File: src/rtl/gwdt_pkg.sv
package gwdt_pkg;
  localparam logic [7:0] ADDR_TA   = 8'h3A;
  localparam logic [7:0] ADDR_PROT = 8'h3B;
  localparam logic [7:0] ADDR_STAT = 8'h3C;
  localparam logic [7:0] KEY_A     = 8'hAA;
  localparam logic [7:0] KEY_B     = 8'h55;
  localparam int BIT_RESTART = 7;
  localparam int BIT_WDEN    = 6;

  typedef enum logic {UL_IDLE, UL_ARMED} ul_state_e;
  typedef enum logic [1:0] {WD_START, WD_RUN, WD_PULSE} wd_phase_e;
endpackage

File: src/rtl/gwdt_unlock.sv
module gwdt_unlock
  import gwdt_pkg::*;
#(
  parameter int WIN = 4
) (
  input  logic       clk_i,
  input  logic       rst_ni,
  input  logic       tick_i,
  input  logic       wr_en_i,
  input  logic [7:0] wr_addr_i,
  input  logic [7:0] wr_data_i,
  input  logic       consume_i,
  output logic       open_o
);
  localparam int CW = $clog2(WIN + 1);
  localparam logic [CW-1:0] WIN_LOAD = CW'(WIN);

  ul_state_e      state_q;
  logic [CW-1:0]  win_q;
  logic           ta_wr;

  assign ta_wr  = wr_en_i && (wr_addr_i == ADDR_TA);
  assign open_o = (win_q != '0);

  always_ff @(posedge clk_i or negedge rst_ni) begin
    if (!rst_ni) begin
      state_q <= UL_IDLE;
      win_q   <= '0;
    end else if (ta_wr) begin
      // any key write restarts or cancels the sequence
      if (wr_data_i == KEY_A) begin
        state_q <= UL_ARMED;
        win_q   <= '0;
      end else if (state_q == UL_ARMED && wr_data_i == KEY_B) begin
        state_q <= UL_IDLE;
        win_q   <= WIN_LOAD;
      end else begin
        state_q <= UL_IDLE;
        win_q   <= '0;
      end
    end else if (consume_i) begin
      win_q <= '0;
    end else if (tick_i && open_o) begin
      win_q <= win_q - 1'b1;
    end
  end
endmodule

File: src/rtl/gwdt_core.sv
module gwdt_core
  import gwdt_pkg::*;
#(
  parameter int TO_W        = 17,
  parameter int START_CYC   = 1024,
  parameter int PULSE_TICKS = 2
) (
  input  logic clk_i,
  input  logic rst_ni,
  input  logic tick_i,
  input  logic en_i,
  input  logic restart_i,
  output logic cpu_rst_o,
  output logic timeout_o
);
  localparam int SW = $clog2(START_CYC + 1);
  localparam int CW = (TO_W > SW) ? TO_W : SW;
  localparam int PW = $clog2(PULSE_TICKS + 1);
  localparam logic [CW-1:0] TO_LAST    = CW'((2 ** TO_W) - 1);
  localparam logic [CW-1:0] START_LAST = CW'(START_CYC - 1);
  localparam logic [PW-1:0] PULSE_LAST = PW'(PULSE_TICKS - 1);

  wd_phase_e     phase_q;
  logic [CW-1:0] cnt_q;
  logic [PW-1:0] pcnt_q;

  assign timeout_o = (phase_q == WD_RUN) && !restart_i && tick_i && en_i &&
                     (cnt_q == TO_LAST);
  assign cpu_rst_o = (phase_q != WD_RUN);

  always_ff @(posedge clk_i or negedge rst_ni) begin
    if (!rst_ni) begin
      phase_q <= WD_START;
      cnt_q   <= '0;
      pcnt_q  <= '0;
    end else begin
      case (phase_q)
        WD_START: if (tick_i) begin
          if (cnt_q == START_LAST) begin
            phase_q <= WD_RUN;
            cnt_q   <= '0;
          end else begin
            cnt_q <= cnt_q + 1'b1;
          end
        end
        WD_RUN: begin
          if (restart_i) begin
            cnt_q <= '0;
          end else if (timeout_o) begin
            phase_q <= WD_PULSE;
            cnt_q   <= '0;
            pcnt_q  <= '0;
          end else if (tick_i && en_i) begin
            cnt_q <= cnt_q + 1'b1;
          end
        end
        WD_PULSE: if (tick_i) begin
          if (pcnt_q == PULSE_LAST) phase_q <= WD_RUN;
          else                      pcnt_q  <= pcnt_q + 1'b1;
        end
        default: phase_q <= WD_START;
      endcase
    end
  end
endmodule

File: src/rtl/guarded_wdt.sv
module guarded_wdt
  import gwdt_pkg::*;
#(
  parameter int         TO_W      = 17,
  parameter int         START_CYC = 1024,
  parameter int         WIN       = 4,
  parameter logic [6:0] PROT_RST  = 7'h00
) (
  input  logic       clk_i,
  input  logic       rst_ni,
  input  logic       tick_i,
  input  logic       wr_en_i,
  input  logic [7:0] wr_addr_i,
  input  logic [7:0] wr_data_i,
  input  logic       rd_en_i,
  input  logic [7:0] rd_addr_i,
  output logic [7:0] rd_data_o,
  output logic       cpu_rst_o,
  output logic       wdt_flag_o,
  output logic [6:0] prot_o
);
  logic       win_open;
  logic       prot_wr;
  logic       accept;
  logic       restart;
  logic       timeout;
  logic       stat_rd;
  logic [6:0] prot_q;
  logic       flag_q;

  assign prot_wr = wr_en_i && (wr_addr_i == ADDR_PROT);
  assign accept  = prot_wr && win_open;
  assign restart = accept && wr_data_i[BIT_RESTART];
  assign stat_rd = rd_en_i && (rd_addr_i == ADDR_STAT);

  gwdt_unlock #(.WIN(WIN)) u_unlock (
    .clk_i     (clk_i),
    .rst_ni    (rst_ni),
    .tick_i    (tick_i),
    .wr_en_i   (wr_en_i),
    .wr_addr_i (wr_addr_i),
    .wr_data_i (wr_data_i),
    .consume_i (accept),
    .open_o    (win_open)
  );

  gwdt_core #(.TO_W(TO_W), .START_CYC(START_CYC), .PULSE_TICKS(2)) u_core (
    .clk_i     (clk_i),
    .rst_ni    (rst_ni),
    .tick_i    (tick_i),
    .en_i      (prot_q[BIT_WDEN]),
    .restart_i (restart),
    .cpu_rst_o (cpu_rst_o),
    .timeout_o (timeout)
  );

  always_ff @(posedge clk_i or negedge rst_ni) begin
    if (!rst_ni) begin
      prot_q <= PROT_RST;
      flag_q <= 1'b0;
    end else begin
      if (accept)       prot_q <= wr_data_i[6:0];
      if (timeout)      flag_q <= 1'b1;
      else if (stat_rd) flag_q <= 1'b0;
    end
  end

  always_comb begin
    unique case (rd_addr_i)
      ADDR_PROT: rd_data_o = {1'b0, prot_q};
      ADDR_STAT: rd_data_o = {7'b0, flag_q};
      default:   rd_data_o = 8'h00;
    endcase
  end

  assign prot_o     = prot_q;
  assign wdt_flag_o = flag_q;
endmodule

File: config.mk
export PLATFORM = sky130hd
export DESIGN_NAME = guarded_wdt
export DESIGN_NICKNAME = d
export VERILOG_FILES = /design/src/rtl/gwdt_pkg.sv /design/src/rtl/gwdt_unlock.sv /design/src/rtl/gwdt_core.sv /design/src/rtl/guarded_wdt.sv
export SDC_FILE = /design/constraint.sdc
export NUM_CORES = 1
export LEC_CHECK = 0
export CAP_MARGIN = 10
export CELL_PAD_IN_SITES_DETAIL_PLACEMENT = 0
export CELL_PAD_IN_SITES_GLOBAL_PLACEMENT = 1
export CORE_UTILIZATION = 38
export CTS_BUF_LIST = sky130_fd_sc_hd__clkbuf_8
export DETAILED_ROUTE_END_ITERATION = 6
export DONT_BUFFER_PORTS = 1
export PLACE_DENSITY_LB_ADDON = 0.1
export SLEW_MARGIN = 5
export SYNTH_ARGS = -nofsm -noshare
export SYNTH_HDL_FRONTEND = slang
export SYNTH_SLANG_ARGS = --single-unit
export TNS_END_PERCENT = 10
File: constraint.sdc
create_clock -name clk_i -period 7.8 [get_ports clk_i]
set_input_delay 1.95 -clock clk_i [delete_from_list [all_inputs] [get_ports clk_i]]
set_output_delay 1.95 -clock clk_i [all_outputs]
set_load 0.01 [all_outputs]
==> flow_results.xml <==
<?xml version="1.0" encoding="UTF-8"?>
<metrics>
  <group name="timing">
    <metric name="timing.clock.skew" unit="ns">0.00715</metric>
    <metric name="fmaxAchievable" unit="GHz">0.204</metric>
    <metric name="layout_worst_path_cycle_share" unit="">0.630</metric>
    <metric name="setup_viol_count_final" unit="">0</metric>
    <metric name="worst_slew_margin_rel" unit="">0.600</metric>
    <metric name="setup_repair_after_global_routing_missed_its_margin" unit="">false</metric>
    <metric name="finalWorstPathRequiredPeriod" unit="ns">4.91</metric>
    <metric name="finalHoldViolCount" unit="">0</metric>
    <metric name="worstMarginPinSlew" unit="ns">0.595</metric>
    <metric name="final_max_slew_viol_count" unit="">0</metric>
    <metric name="timing.setup.tns" unit="ns">0</metric>
  </group>
  <group name="cells_and_area">
    <metric name="area_growth" unit="%">8.33</metric>
    <metric name="antenna_cells_inserted" unit="">0</metric>
    <metric name="design_area" unit="um2">2230</metric>
    <metric name="fin_util" unit="">0.431</metric>
    <metric name="layout-drive-gt1-share" unit="">0.140</metric>
    <metric name="commonest_non_fill_non_tap_cells_in_the_layout" unit="">33 x dfrtp_1, 22 x nand2_1, 15 x nor2_1, 13 x inv_1, 11 x nand3_1</metric>
    <metric name="mostFrequentLayoutCell" unit="">dfrtp_1</metric>
    <metric name="num-nets-final" unit="">247</metric>
  </group>
  <group name="global_route">
    <metric name="number_of_antenna_violations_at_the_first_check_in_global_routing" unit="">0</metric>
    <metric name="grt_max_degree" unit="">34</metric>
    <metric name="first_global_vias" unit="">1699</metric>
    <metric name="grt_pass1_wl" unit="mm">7.71</metric>
    <metric name="groute.usage.overall" unit="">0.184</metric>
    <metric name="global_route.overflow_total" unit="">0</metric>
  </group>
  <group name="route">
    <metric name="drc" unit="">0</metric>
    <metric name="route.final.wire_length" unit="mm">4.71</metric>
    <metric name="vias_per_cell" unit="">5.80</metric>
    <metric name="detailed_route_via_count" unit="">1648</metric>
    <metric name="starting_drt_drc_count" unit="">48</metric>
    <metric name="routedWlPerCell" unit="um">16.6</metric>
    <metric name="route.antenna.remaining_nets" unit="">0</metric>
    <metric name="drt_first_pass_iters" unit="">4</metric>
  </group>
  <group name="clock_network">
    <metric name="clock_latency" unit="ns">0.28</metric>
    <metric name="tritoncts.num_buffers" unit="">5</metric>
    <metric name="post-cts-setup-buffers" unit="">0</metric>
    <metric name="hold_buffers" unit="">0</metric>
    <metric name="clockRootBuffer" unit="">clkbuf_8</metric>
    <metric name="postCtsResizedCells" unit="">0</metric>
    <metric name="number_of_clock_sinks_seen_by_cts" unit="">33</metric>
    <metric name="tritoncts" unit="">built</metric>
    <metric name="clk_path_buf_depth" unit="">2</metric>
    <metric name="clock_tree.htree_level_count" unit="">2</metric>
    <metric name="cts.clk_slew.worst_paths" unit="ns">0.07</metric>
  </group>
  <group name="critical_path">
    <metric name="crit_path_end_kind" unit="">output pin</metric>
    <metric name="path_class" unit="">in -&gt; out</metric>
    <metric name="crit_arrival" unit="ns">2.96</metric>
    <metric name="timing.critical_path.from_type" unit="">input port</metric>
    <metric name="crit-reg2reg-launch" unit="">u_core.cnt_q[0]</metric>
    <metric name="rr_worst_depth" unit="">10</metric>
    <metric name="crit_required" unit="ns">5.85</metric>
    <metric name="crit_fanout" unit="">7</metric>
    <metric name="worstReg2RegEnd" unit="">u_core.cnt_q[8]</metric>
    <metric name="r2r_slack" unit="ns">4.69</metric>
  </group>
  <group name="flow_run">
    <metric name="cap_viol_max_count" unit="">0</metric>
  </group>
  <group name="synthesis">
    <metric name="netlist_area" unit="um2">2060</metric>
    <metric name="synth_compound_gate_area_share" unit="">0.189</metric>
    <metric name="postSynthRegisterBits" unit="">33</metric>
    <metric name="synth_ff_type" unit="">dfrtp_1</metric>
    <metric name="syn-instance-count" unit="">213</metric>
    <metric name="yosys_warnings" unit="">0</metric>
    <metric name="post_synth_xor_area_fraction" unit="">0.00852</metric>
    <metric name="synth_edf_count" unit="">0</metric>
    <metric name="async_reset_ff_frac" unit="">1.00</metric>
    <metric name="number_of_distinct_library_cells_after_synthesis" unit="">53</metric>
    <metric name="mapped_nets" unit="">247</metric>
    <metric name="synth.avg_cell_area" unit="um2">9.66</metric>
    <metric name="synth_top_family_by_area" unit="">simple AND/OR/NAND/NOR gates</metric>
    <metric name="yosys.area_share.adder" unit="">0.0304</metric>
    <metric name="post_synth_mux_area_share" unit="">0.0438</metric>
    <metric name="synth-seq-area-share" unit="">0.401</metric>
    <metric name="synth-simple-area-share" unit="">0.277</metric>
  </group>
  <group name="floorplanning">
    <metric name="chipHeight" unit="um">75.6</metric>
    <metric name="core.rowCount" unit="">26</metric>
    <metric name="initial_utilization" unit="">0.398</metric>
    <metric name="die_w" unit="um">75.6</metric>
    <metric name="io_pins" unit="">46</metric>
    <metric name="floorplan.die_area" unit="um2">5710</metric>
    <metric name="design.core.area" unit="um2">5170</metric>
  </group>
  <group name="hold_path">
    <metric name="worst_hold_path.endpoint" unit="">u_unlock.state_q</metric>
    <metric name="worst_hold_startpoint" unit="">u_unlock.state_q</metric>
    <metric name="min_path_type" unit="">reg -&gt; reg</metric>
    <metric name="min_path_cells" unit="">1</metric>
  </group>
  <group name="place">
    <metric name="place_congestion" unit="">0.759</metric>
    <metric name="post-dp-hpwl" unit="mm">3.48</metric>
    <metric name="dpl_cell_area" unit="um2">2090</metric>
    <metric name="numPortBuffers" unit="">0</metric>
  </group>
  <group name="power_and_ir_drop">
    <metric name="power.density" unit="nW/um2">196</metric>
    <metric name="peak_supply_drop" unit="V">0.0000767</metric>
    <metric name="power.static_leakage" unit="nW">0.951</metric>
  </group>
  <group name="run_status">
    <metric name="outcome" unit="">completed</metric>
  </group>
</metrics>
-- power by group --
part,total (mW),internal [mW],switching (mW)
registers,0.196,0.186,0.0109
clock network,0.192,0.127,0.0647
logic,0.0484,0.0212,0.0271
total,0.436,0.334,0.103
-- worst max-delay path, cell delays in order --
cell and delay [ns]:
nor2_1 0.08, nand4_1 0.12, nor3_1 0.52, a22o_1 0.29
-- area by class of cell --
cell class                      instances  area, um2
Tap cell                               70       87.6
Clock buffer                            5       68.8
Multi-Input combinational cell        160       1130
Inverter                               13       48.8
Fill cell                             510       2940
Clock inverter                          3       65.1
Sequential cell                        33        826
-- flip-flops by register name (all words and copies together) (netlist names) --
name	flops
u_core.cnt_q	17
u_unlock.state_q	1
prot_o	7
u_unlock.win_q	3
u_core.phase_q	2
wdt_flag_o	1
u_core.pcnt_q	2
-- cells by family after synthesis --
group / after synthesis
adders and majority gates: 5
muxes: 8
AOI/OAI and AO/OA: 50
DFF: 33
buffers and inverters: 20
xor gates and xnor gates: 2
and+or+nand+nor: 94
other: 1
-- synth_stat cells (3+ instances only) --
cell	number	area, um2
dfrtp_1	33	826
and2_1	6	37.5
nand2_1	22	82.6
ha_1	5	62.6
nor4_1	5	31.3
o31ai_1	5	37.5
mux2_2	8	90.1
o2bb2ai_1	5	43.8
o22ai_1	3	18.8
o21ai_0	7	35.0
inv_1	13	48.8
a22o_1	7	61.3
nand4_1	6	37.5
a31oi_1	6	37.5
nand2b_1	4	25.0
nor2_1	15	56.3
nor3_1	4	20.0
nand3_1	11	55.1
-- worst max path at each step --
stage                 startpoint            to  slack [ns]  cells past startpoint
floorplan           rd_addr_i[7]  rd_data_o[0]        3.10                      4
global placement    rd_addr_i[7]  rd_data_o[0]        2.96                      4
detailed placement  rd_addr_i[7]  rd_data_o[0]        2.88                      4
CTS                 rd_addr_i[7]  rd_data_o[0]        2.87                      4
global route        rd_addr_i[7]  rd_data_o[0]        2.62                      4
finish              rd_addr_i[7]  rd_data_o[0]        2.89                      4
-- per-stage QoR --
step                hold slack [ns]  setup slack, ns  std cells  power [mW]
CTS                           0.518             2.87        284       0.442
floorplan                     0.479             3.10        213       0.239
finish                        0.518             2.89        284       0.436
global placement              0.495             2.96        276       0.245
global route                  0.543             2.62        284       0.460
detailed placement            0.501             2.88        276       0.248
-- routing by layer --
layer / global-route usage / up-vias / share of wire
met5: 0 / - / 0
met4: 0.0658 / 0 / 0.012
met3: 0.0410 / 6 / 0.051
met2: 0.330 / 48 / 0.51
met1: 0.214 / 797 / 0.43
li1: - / 797 / -
Power figures use the tool's default switching activity.
